## src/rtl/mcp_bus_pkg.sv

```systemverilog
package mcp_bus_pkg;

    typedef enum logic [2:0] {
        ST_IDLE     = 3'd0,
        ST_FL_READ  = 3'd1,
        ST_FL_WRITE = 3'd2,
        ST_SR_READ  = 3'd3,
        ST_SR_WRITE = 3'd4,
        ST_CLASH    = 3'd5
    } bus_state_e;

    // Per-access settings captured together with the state.
    typedef struct packed {
        logic fl_word;
        logic sr_word;
        logic lb_n;
        logic ub_n;
        logic fl_lsb;
        logic sr_lsb;
    } lane_cfg_t;

endpackage

```

## src/rtl/mcp_sel_decode.sv

```systemverilog
module mcp_sel_decode
    import mcp_bus_pkg::*;
(
    input  logic       fl_ce_n,
    input  logic       sr_ce1_n,
    input  logic       sr_ce2,
    input  logic       oe_n,
    input  logic       we_n,
    output bus_state_e nxt_state
);
    logic fl_sel;
    logic sr_sel;

    assign fl_sel = ~fl_ce_n;
    assign sr_sel = ~sr_ce1_n & sr_ce2;

    always_comb begin
        nxt_state = ST_IDLE;
        unique case ({fl_sel, sr_sel})
            2'b11: nxt_state = ST_CLASH;
            2'b10: begin
                if (!we_n)      nxt_state = ST_FL_WRITE;
                else if (!oe_n) nxt_state = ST_FL_READ;
                else            nxt_state = ST_IDLE;
            end
            2'b01: begin
                if (!we_n)      nxt_state = ST_SR_WRITE;
                else if (!oe_n) nxt_state = ST_SR_READ;
                else            nxt_state = ST_IDLE;
            end
            default: nxt_state = ST_IDLE;
        endcase
    end
endmodule

```

## src/rtl/mcp_word_store.sv

```systemverilog
module mcp_word_store #(
    parameter int ADDR_W = 4,
    parameter int DATA_W = 16
) (
    input  logic              clk,
    input  logic              rst_n,
    input  logic              wr_en,
    input  logic [1:0]        wr_be,
    input  logic [ADDR_W-1:0] wr_addr,
    input  logic [DATA_W-1:0] wr_data,
    input  logic [ADDR_W-1:0] rd_addr,
    output logic [DATA_W-1:0] rd_data
);
    localparam int DEPTH  = 1 << ADDR_W;
    localparam int LANE_W = DATA_W / 2;

    logic [DATA_W-1:0] mem [DEPTH];

    always_ff @(posedge clk) begin
        if (!rst_n) begin
            for (int i = 0; i < DEPTH; i++) mem[i] <= '0;
        end else if (wr_en) begin
            for (int l = 0; l < 2; l++) begin
                if (wr_be[l]) mem[wr_addr][l*LANE_W +: LANE_W] <= wr_data[l*LANE_W +: LANE_W];
            end
        end
    end

    assign rd_data = mem[rd_addr];
endmodule

```

## src/rtl/mcp_lane_steer.sv

```systemverilog
module mcp_lane_steer
    import mcp_bus_pkg::*;
#(
    parameter int DATA_W = 16
) (
    input  bus_state_e        state,
    input  lane_cfg_t         cfg,
    input  logic [DATA_W-1:0] wcap,
    input  logic [DATA_W-1:0] fl_rd,
    input  logic [DATA_W-1:0] sr_rd,
    output logic [DATA_W-1:0] dq_out,
    output logic [DATA_W-1:0] dq_oe,
    output logic              clash,
    output logic [1:0]        die_we,
    output logic [1:0]        fl_be,
    output logic [1:0]        sr_be,
    output logic [DATA_W-1:0] wdata
);
    localparam int LANE_W = DATA_W / 2;

    logic [DATA_W-1:0] lane_mask;
    assign lane_mask = {{LANE_W{~cfg.ub_n}}, {LANE_W{~cfg.lb_n}}};

    always_comb begin
        dq_out = '0;
        dq_oe  = '0;
        clash  = 1'b0;
        die_we = 2'b00;
        fl_be  = 2'b00;
        sr_be  = 2'b00;
        wdata  = wcap;
        unique case (state)
            ST_IDLE: begin
                dq_oe = '0;
            end
            ST_CLASH: begin
                clash = 1'b1;
            end
            ST_FL_READ: begin
                if (cfg.fl_word) begin
                    dq_out = fl_rd;
                    dq_oe  = '1;
                end else begin
                    dq_out[LANE_W-1:0] = cfg.fl_lsb ? fl_rd[DATA_W-1:LANE_W] : fl_rd[LANE_W-1:0];
                    dq_oe[LANE_W-1:0]  = '1;
                end
            end
            ST_FL_WRITE: begin
                die_we[0] = 1'b1;
                if (cfg.fl_word) begin
                    fl_be = 2'b11;
                end else begin
                    fl_be = cfg.fl_lsb ? 2'b10 : 2'b01;
                    wdata = {2{wcap[LANE_W-1:0]}};
                end
            end
            ST_SR_READ: begin
                if (cfg.sr_word) begin
                    dq_oe  = lane_mask;
                    dq_out = sr_rd & lane_mask;
                end else begin
                    dq_out[LANE_W-1:0] = cfg.sr_lsb ? sr_rd[DATA_W-1:LANE_W] : sr_rd[LANE_W-1:0];
                    dq_oe[LANE_W-1:0]  = '1;
                end
            end
            ST_SR_WRITE: begin
                die_we[1] = 1'b1;
                if (cfg.sr_word) begin
                    sr_be = {~cfg.ub_n, ~cfg.lb_n};
                end else begin
                    sr_be = cfg.sr_lsb ? 2'b10 : 2'b01;
                    wdata = {2{wcap[LANE_W-1:0]}};
                end
            end
            default: begin
                dq_oe = '0;
            end
        endcase
    end
endmodule

```

## src/rtl/mcp_bus_front.sv

```systemverilog
module mcp_bus_front
    import mcp_bus_pkg::*;
#(
    parameter int ADDR_W = 4,
    parameter int DATA_W = 16
) (
    input  logic              clk,
    input  logic              rst_n,
    input  logic              fl_ce_n,
    input  logic              sr_ce1_n,
    input  logic              sr_ce2,
    input  logic              oe_n,
    input  logic              we_n,
    input  logic              fl_word,
    input  logic              sr_word,
    input  logic              lb_n,
    input  logic              ub_n,
    input  logic              sr_byte_hi,
    input  logic [ADDR_W-1:0] addr,
    input  logic [DATA_W-1:0] dq_in,
    output logic [DATA_W-1:0] dq_out,
    output logic [DATA_W-1:0] dq_oe,
    output logic              sel_conflict
);
    localparam int NUM_DIE = 2;

    bus_state_e        state_q;
    bus_state_e        state_d;
    lane_cfg_t         cfg_q;
    logic [ADDR_W-1:0] addr_q;
    logic [DATA_W-1:0] wcap_q;

    logic [NUM_DIE-1:0] die_we;
    logic [1:0]         fl_be;
    logic [1:0]         sr_be;
    logic [DATA_W-1:0]  wdata;
    logic [DATA_W-1:0]  rd_bus [NUM_DIE];
    logic [1:0]         be_bus [NUM_DIE];

    mcp_sel_decode u_dec (
        .fl_ce_n   (fl_ce_n),
        .sr_ce1_n  (sr_ce1_n),
        .sr_ce2    (sr_ce2),
        .oe_n      (oe_n),
        .we_n      (we_n),
        .nxt_state (state_d)
    );

    // State register
    always_ff @(posedge clk) begin
        if (!rst_n) state_q <= ST_IDLE;
        else        state_q <= state_d;
    end

    // Access capture register
    always_ff @(posedge clk) begin
        if (!rst_n) begin
            cfg_q  <= '0;
            addr_q <= '0;
            wcap_q <= '0;
        end else begin
            cfg_q.fl_word <= fl_word;
            cfg_q.sr_word <= sr_word;
            cfg_q.lb_n    <= lb_n;
            cfg_q.ub_n    <= ub_n;
            cfg_q.fl_lsb  <= dq_in[DATA_W-1];
            cfg_q.sr_lsb  <= sr_byte_hi;
            addr_q        <= addr;
            wcap_q        <= dq_in;
        end
    end

    assign be_bus[0] = fl_be;
    assign be_bus[1] = sr_be;

    for (genvar d = 0; d < NUM_DIE; d++) begin : g_die
        mcp_word_store #(.ADDR_W(ADDR_W), .DATA_W(DATA_W)) u_store (
            .clk     (clk),
            .rst_n   (rst_n),
            .wr_en   (die_we[d]),
            .wr_be   (be_bus[d]),
            .wr_addr (addr_q),
            .wr_data (wdata),
            .rd_addr (addr_q),
            .rd_data (rd_bus[d])
        );
    end

    mcp_lane_steer #(.DATA_W(DATA_W)) u_steer (
        .state  (state_q),
        .cfg    (cfg_q),
        .wcap   (wcap_q),
        .fl_rd  (rd_bus[0]),
        .sr_rd  (rd_bus[1]),
        .dq_out (dq_out),
        .dq_oe  (dq_oe),
        .clash  (sel_conflict),
        .die_we (die_we),
        .fl_be  (fl_be),
        .sr_be  (sr_be),
        .wdata  (wdata)
    );
endmodule

```

## config.mk

```make
export PLATFORM = sky130hd
export DESIGN_NAME = mcp_bus_front
export DESIGN_NICKNAME = d
export VERILOG_FILES = /design/src/rtl/mcp_bus_pkg.sv /design/src/rtl/mcp_sel_decode.sv /design/src/rtl/mcp_word_store.sv /design/src/rtl/mcp_lane_steer.sv /design/src/rtl/mcp_bus_front.sv
export SDC_FILE = /design/constraint.sdc
export NUM_CORES = 1
export LEC_CHECK = 0
export BUFFER_PORTS_ARGS = -buffer_cell sky130_fd_sc_hd__buf_4
export CAP_MARGIN = 30
export CORE_ASPECT_RATIO = 0.6
export CORE_UTILIZATION = 50
export CTS_CLUSTER_SIZE = 28
export DETAILED_ROUTE_END_ITERATION = 6
export PLACE_DENSITY = 0.66
export SYNTH_ARGS = -nofsm -noshare
export SYNTH_HDL_FRONTEND = slang
export SYNTH_SLANG_ARGS = --single-unit
export TNS_END_PERCENT = 50
```

## constraint.sdc

```tcl
create_clock -name clk -period 4.75 [get_ports clk]
set_clock_uncertainty 0.15 [all_clocks]
set_input_delay 0.475 -clock clk [delete_from_list [all_inputs] [get_ports clk]]
set_output_delay 0.475 -clock clk [all_outputs]
set_load 0.1 [all_outputs]
```

[After elaboration in Yosys (flattened, before gate mapping)]
Memories as Yosys holds them, arrays and structs flattened. A register that Yosys moved wholly into a read port is not among the register bits.
Cells that the tools add are included.
Storage, ports and cells
  RAM bits: 512
  memories: 2
  output and inout bits: 33
  register bits after elaboration: 29
  logic and storage cells: 80
Memories
  g_die[0].u_store.mem: depth 16, width 16, rd ports 1, clocked after memory_dff 1, write ports 16, line mcp_word_store.sv:17  | logic [DATA_W-1:0] mem [DEPTH];
  g_die[1].u_store.mem: depth 16, width 16, rd ports 1, clocked after memory_dff 1, write ports 16, line mcp_word_store.sv:17
Operators by class
  mux-type cells: 53
  reductions and logical operators: 2
  bitwise operators: 6
  eq/ne operators: 8
Operators by type and width (count)
  $pmux 16 s2: 3
  $mux 8: 9
  $mux 16: 4
  $reduce_or 16->1: 2
  $mux 1: 21
  $mux 2: 9
  $and 16x16->16: 1
  $mux 4: 4
  $pmux 3 s3: 1
  $eq 3x2->1 const B: 2
  $eq 3x3->1 const B: 2
  $mux 3: 2
  $eq 2x2->1 const B: 2
  $not 1->1: 4
  $eq 3x1->1 const B: 1
  $eq 2x1->1 const B: 1
  $and 1x1->1: 1

[Depth between registers and ports, before layout]
Gate-level depths: netlist (run 1).
  depth after elaboration: 9
  mapped depth: 10

[Hierarchy]
Synthesis (run 1) repeated with hierarchy kept, for this count alone.
Unflattened totals
  cell total of the unflattened synthesis: 1785
  area, all modules: 24200.7 um^2
Modules (own cells, without submodules)
  mcp_word_store (g_die[1].u_store): cells each 806, instances 1, seq. area each 7687.4 um^2, area an instance 11248.3 um^2
  mcp_word_store (g_die[0].u_store): cells each 803, instances 1, seq. area each 7687.4 um^2, area an instance 11239.5 um^2
  mcp_lane_steer: cells each 109, instances 1, seq. area each 0.0 um^2, area an instance 865.8 um^2
  mcp_bus_front: cells each 58, instances 1, seq. area each 560.5 um^2, area an instance 785.8 um^2
  mcp_sel_decode: cells each 9, instances 1, seq. area each 0.0 um^2, area an instance 61.3 um^2

[Worst setup path after synthesis (run 1)]
Ideal clock, no wire load.
  kind: flip-flop to output port
  start point: register state_q[1]
  end point: output port dq_oe[1]
  arrival time: 3.986 ns
  path buffers: 2
  slack: 0.139 ns
  stages on the path, launching flop included: 4
  path through: dfxtp_1 clkbuf_1 a311oi_1 buf_4
On the way
  word-level cells in the longest chain between the ends: 2
  elaborated cells between the ends (all ways): 3
  those cells by class: 2 x eq/ne; 1 x mux
RTL lines
  start, declared: line mcp_bus_front.sv:27  | bus_state_e state_q;
  start signal, assigned: line mcp_bus_front.sv:52  | else state_q <= state_d;
  $eq 3x2->1 or $eq 3x1->1 (tied branches): line mcp_lane_steer.sv:32  | unique case (state)
  $pmux 16 s2 *: line mcp_lane_steer.sv:32
  end, declared: line mcp_bus_front.sv:22  | output logic [DATA_W-1:0] dq_oe,
Every way passes the cells marked *; elsewhere a longest branch is shown, timed or not.

==> out/metrics.csv, run 1 <==
metric,value,unit
grt_usage,0.282,
hold_path_depth,3,
clockBufferDepth,3,
routed_via_density,6.19,
critPathLaunchType,flop,
cts.sinks,540,
final_layout_size_suffix_gt1_frac,0.200,
wl_per_cell,27.7,um
die_w,290,um
clkTransAtPathRegs,60,ps
yosysSeqAreaShare,0.642,
grt_max_degree,64,
grt_pass1_wl,102000,um
power.leakage,10.1,nW
min_period_over_period,0.940,
clock-root-buffer,clkbuf_16,
io_pins,65,
grt_pass1_vias,15004,
layout_min_cycle_time,4460,ps
rsz0062_at_grt,no,
drc,0,
crit_path_max_fanout,38,
min_to,state_q[1],
cts_buffers,50,
endpoint_kind,output pin,
r2r_cells,5,
cts_tree,done,
slew_violations,0,
dp_hpwl,47700,um
powerDensity,365,mW/mm^2
ir_drop,0.000278,V
hold_viol_final,0,
tns,0,ps
fmax,0.224,GHz
postSynthCellCount,1763,
via_count,15604,
grt-ovfl-total,0,
outcome,"complete, no violations",
netlist_area,0.0248,mm^2
critPathArrivalTime,3840,ps
min_from,fl_ce_n,
antenna_left,0,
die_area,0.0505,mm^2
die_h,175,um
area_delta_synth_final,12.9,%
finalNetCount,1872,
wirelength,69800,um
h-tree-depth,2,
num_rows,62,
maxCapViolations,0,
ff2ff_setup_slack,1260,ps
globalplace.congestion,0.990,
clock_latency,610,ps
reg2reg_from,state_q[1],
yosysUniqueCellTypes,45,
worstReg2RegEnd,g_die[0].u_store.mem[8][11],
core,0.0484,mm^2
critPathRequiredTime,4120,ps
total_power,0.0102,W
firstDrtPassIters,6,
worstMarginPinSlew,1140,ps
fillers,3820,
antenna_found_initial,0,
syn-mean-instance-area,14.1,um^2
io_buffers,64,
diodes,0,
syn_nets,1795,
relSlewSlack,0.234,
worstSetupPathType,flop to output pin,
async_flop_share,0,
synth_edf_count,512,
start_util,0.512,
hold_path_class,input pin to flop,
yosysWarnings,0,
drtIter0Drc,2408,
ys_ff_latch,540,
synth_flop_cell,edfxtp_1,
setup_viol,0,
-- report_power, final --
| group | switching [W] | leakage [nW] | internal, W | total (W) |
|---|---|---|---|---|
| Combinational | 0.000525 | 3.61 | 0.000268 | 0.000794 |
| Sequential | 0.0000798 | 5.73 | 0.00532 | 0.00540 |
| Clock | 0.00180 | 0.809 | 0.00223 | 0.00403 |
-- cell type report --
class / instances / area, um^2 / area share
Clock buffer: 71 / 1480 / 0.0527
Clock inverter: 21 / 148 / 0.00527
Inverter: 15 / 56.3 / 0.00201
Multi-Input combinational cell: 1072 / 8250 / 0.294
Sequential cell: 540 / 15900 / 0.569
Tap cell: 640 / 801 / 0.0286
Timing Repair Buffer: 161 / 1340 / 0.0478
-- metal layers --
metal,part of all wire,GRT usage
met2,0.40,0.365
met1,0.43,0.444
met4,0.019,0.0548
met3,0.15,0.111
met5,0,0
-- sequential cells by signal, indices dropped and copies added (netlist names) --
name and flops:
addr_q 4, cfg_q 5, g_die.u_store.mem 512, state_q 3
wcap_q 16
-- synthesized netlist by cell type, types with 2 or more instances --
cell	number	area (um^2)
edfxtp_1	512	15400
nor2_1	294	1100
and2_1	283	1770
mux4_2	131	2950
nand2_1	107	402
clkbuf_1	73	274
mux2i_1	42	420
nand2b_1	40	250
buf_4	28	210
dfxtp_1	28	561
o21ai_0	28	140
buf_2	26	130
o22ai_1	26	163
nor3_1	22	110
inv_1	15	56.3
nor2b_1	15	93.8
a21oi_1	10	50.1
mux2_2	10	113
nand3_1	9	45.0
nand4_1	8	50.1
a22oi_1	7	52.6
buf_1	6	22.5
mux4_1	5	131
nor3_2	4	40.0
and3_1	3	18.8
buf_6	3	33.8
a211o_1	2	17.5
a221o_1	2	20.0
a31oi_1	2	12.5
a31oi_2	2	25.0
a32oi_1	2	17.5
nor3b_1	2	15.0
nor4b_1	2	17.5
or3b_2	2	17.5
or4_1	2	15.0
-- logic make-up (layout without fill, tap and decap cells) --
kind of cell    count (synthesis)  after routing  synth area share
simple gates                  798            798             0.161
mux                           188            188             0.146
flops                         540            540             0.642
compound gates                 85             85            0.0214
fa+ha+maj                       1              1          0.000404
buf+inv                       151            268            0.0293
-- critical path, cell delays in order, from the launching register on --
cell     delay [ps]
dfxtp_4         830
buf_4           440
mux4_2          570
mux2i_1         410
o22ai_1         300
nor2_1          160
nand4_1         180
buf_4           300
-- what timing repair did --
| item | CTS | global route |
|---|---|---|
| resized for setup | 0 | 0 |
| hold endpoints to repair | 25 | 0 |
| hold buffers | 25 | 0 |
| buffers inserted | 0 | 1 |
| endpoints found under the setup margin | 0 | 1 |
-- stage by stage --
stage	hold WS (ps)	setup WS, ps	cells	utilization	instance area [um^2]
3_5_place_dp	533	774	2401	0.539	26100
4_1_cts	56.0	127	2518	0.578	28000
2_1_floorplan	433	139	1763	-	24800
3_3_place_gp	532	817	2395	0.538	26000
6_report	69.3	286	2520	0.579	28000
5_1_grt	115	117	2520	0.579	28000
-- cell usage in the layout (no fill, tap or decap), drive strengths merged, types with 3 or more instances in the layout --
master       instances
edfxtp             512
a22oi                7
clkinv              18
buf                136
nand2b              40
nand4                8
a21oi               10
nand3                9
a31oi                4
mux4               136
inv                 17
nor3                26
dfxtp               28
clkbuf              71
nand2              108
nor2               294
and3                 3
o21ai               28
nor2b               15
dlygate4sd3         25
mux2                10
o22ai               26
and2               283
mux2i               42
-- worst max-delay path by stage --
stage,from,end,slack (ps),cells past startpoint
after global placement,addr_q[1],dq_out[1],820,6
after global routing,addr_q[0],dq_out[4],120,7
after detailed placement,addr_q[1],dq_out[5],770,6
after floorplan,state_q[1],dq_oe[1],140,3
final,addr_q[0],dq_out[3],290,7
after CTS,addr_q[1],dq_out[5],130,6
No activity file was read; power rests on OpenSTA's default activity.
==> inputs of run 2 (changes only) <==
--- a/config.mk
+++ b/config.mk
@@ -8,10 +8,11 @@
 export BUFFER_PORTS_ARGS = -buffer_cell sky130_fd_sc_hd__buf_4
 export CAP_MARGIN = 30
 export CORE_ASPECT_RATIO = 0.6
-export CORE_UTILIZATION = 50
+export CORE_UTILIZATION = 65
 export CTS_CLUSTER_SIZE = 28
 export DETAILED_ROUTE_END_ITERATION = 6
-export PLACE_DENSITY = 0.66
+export PLACE_DENSITY = 0.83
+export SKIP_LAST_GASP = 1
 export SYNTH_ARGS = -nofsm -noshare
 export SYNTH_HDL_FRONTEND = slang
 export SYNTH_SLANG_ARGS = --single-unit
==> run 2 against run 1 <==
Non-clock buffer count fell by 8. Largest power group unchanged. Worst setup slack improved by 150 ps. Via count rose by 1.4%. Utilization rose by 17 points. Global-route usage rose by 6.4 points.
==> out/metrics.csv, run 2 (synthesized netlist as in run 1, its figures left out) <==
metric,value,unit,change
final_layout_size_suffix_gt1_frac,0.191,,-0.00912
wl_per_cell,27.6,um,-0.36%
cts_buffers,47,,-6.0%
core,0.0370,mm^2,-24%
firstDrtPassIters,6,,unchanged
die_h,153,um,-12%
via_count,15817,,+1.4%
die_w,254,um,-12%
num_rows,54,,-13%
dp.cells,2260,,-5.9%
slew_violations,0,,unchanged
cts_tree,done,,
cts_setup_buffers,0,,unchanged
cp_cell_sequence,buf_4 > buf_4 > mux4_2 > mux2i_1 > o22ai_1 > nor2_1 > nand4_1 > buf_4,,
tns,0,ps,unchanged
largest-register,g_die.u_store.mem,,
critPathBufInv,3,,+1
fmax,0.232,GHz,+3.4%
io_buffers,64,,unchanged
start_util,0.671,,+0.159
die_area,0.0390,mm^2,-23%
dp_hpwl,44900,um,-5.9%
cpMostUsedCell,buf_4,,
rsz0062_at_grt,no,,
hold_path_depth,2,,-1
grt_max_degree,65,,+1.6%
antenna_found_initial,1,,+1
outcome,"complete, no violations",,
largest_registers,"g_die.u_store.mem: 512 flops, wcap_q: 16 flops, cfg_q: 5 flops",,
endpoint_kind,output pin,,
grt_pass1_vias,15119,,+0.77%
grt-ovfl-total,0,,unchanged
cts_resized,0,,unchanged
r2r_cells,5,,unchanged
clockBufferDepth,3,,unchanged
setup_viol,0,,unchanged
crit_start,addr_q[1],,
layout_commonest_cell,edfxtp_1,,
reg2reg_from,state_q[1],,
critPathArrivalTime,3690,ps,-150 ps
finish.instance_area,0.0276,mm^2,-1.4%
grt_usage,0.345,,+0.0636
total_power,0.00984,W,-3.7%
drc,0,,unchanged
worstMarginPinSlew,1130,ps,-13.8 ps
stdcell_count,2370,,-6.0%
critPathLaunchType,flop,,
wirelength,65400,um,-6.3%
worst_hold_slack,46.6,ps,-22.7 ps
clock_latency,580,ps,-30 ps
crit_path_max_fanout,32,,-16%
layout_common_cells,"edfxtp_1, nor2_1, and2_1, mux4_2, buf_4",,
slowest_stage,dfxtp_4,,
ff2ff_setup_slack,1070,ps,-190 ps
max_stage_delay,780,ps,-50 ps
largest_register_ffs,512,,unchanged
clock-root-buffer,clkbuf_16,,
hold_buffers,23,,-8.0%
power.leakage,10.0,nW,-1.2%
antenna_left,0,,unchanged
h-tree-depth,2,,unchanged
area_delta_synth_final,11.3,%,
cts.sinks,540,,unchanged
maxCapViolations,0,,unchanged
clkTransAtPathRegs,70,ps,about the same
cpLargestDelayFamily,buffers and inverters,,
critPathRequiredTime,4120,ps,about the same
routed_via_density,6.67,,+7.8%
min_to,cfg_q[5],,
min_period_over_period,0.909,,-0.0307
drtIter0Drc,2641,,+9.7%
worstReg2RegEnd,g_die[1].u_store.mem[4][11],,
globalplace.congestion,0.977,,-1.4%
finalNetCount,1861,,-0.59%
powerDensity,356,mW/mm^2,-2.4%
min_from,fl_word,,
io_pins,65,,unchanged
worstSetupPathType,flop to output pin,,
relSlewSlack,0.244,,+0.00925
ir_drop,0.000273,V,-1.6%
grt_pass1_wl,97000,um,-4.7%
hold_viol_final,0,,unchanged
layout_min_cycle_time,4320,ps,-146 ps
postPlaceCellArea,0.0260,mm^2,-0.48%
hold_path_class,input pin to flop,,
## run 2: cell count changes in the layout (fill, tap and decap cells not counted), sizes merged
cell         previous run  this run
bufinv                  1         2
clkinv                 18        23
buf                   136       130
clkinvlp                0         1
dlygate4sd3            25        23
clkbuf                 71        57
diode                   0         1
## run 2: stage by stage
| step | util | setup WS [ps] |
|---|---|---|
| 4_1_cts | 0.747 | 436 |
| 5_1_grt | 0.747 | 296 |
| 2_1_floorplan | - | 139 |
| 6_report | 0.747 | 431 |
| 3_3_place_gp | 0.698 | 978 |
| 3_5_place_dp | 0.703 | 1070 |
## run 2: worst max path at each step
stage	endpoint	slack [ps]	cells after the start
floorplan	dq_oe[1]	140	3
global placement	dq_out[1]	980	6
detailed placement	dq_out[11]	1070	8
CTS	dq_out[11]	440	8
global route	dq_out[3]	300	8
finish	dq_out[3]	430	8
## run 2: area by class of cell
class | count | area (um^2)
flip-flops and latches | 540 | 15900
well taps | 504 | 631
fillers | 2245 | 9340
inverters | 15 | 56.3
diodes | 1 | 2.50
clock inverters | 28 | 189
multi-input cells | 1072 | 8250
repair buffers | 153 | 1320
clock buffers | 57 | 1220
## run 2: per-layer routing
layer	GRT usage	wire length, um	vias up
met5	0	0	-
li1	-	-	6556
met2	0.479	28000	1261
met3	0.103	10400	122
met1	0.540	25500	7878
met4	0.0832	1580	0
## run 2: where the power goes
part | internal (W) | switching [W] | total [W]
Combinational | 0.000273 | 0.000500 | 0.000772
Sequential | 0.00532 | 0.0000821 | 0.00540
Clock | 0.00195 | 0.00172 | 0.00367
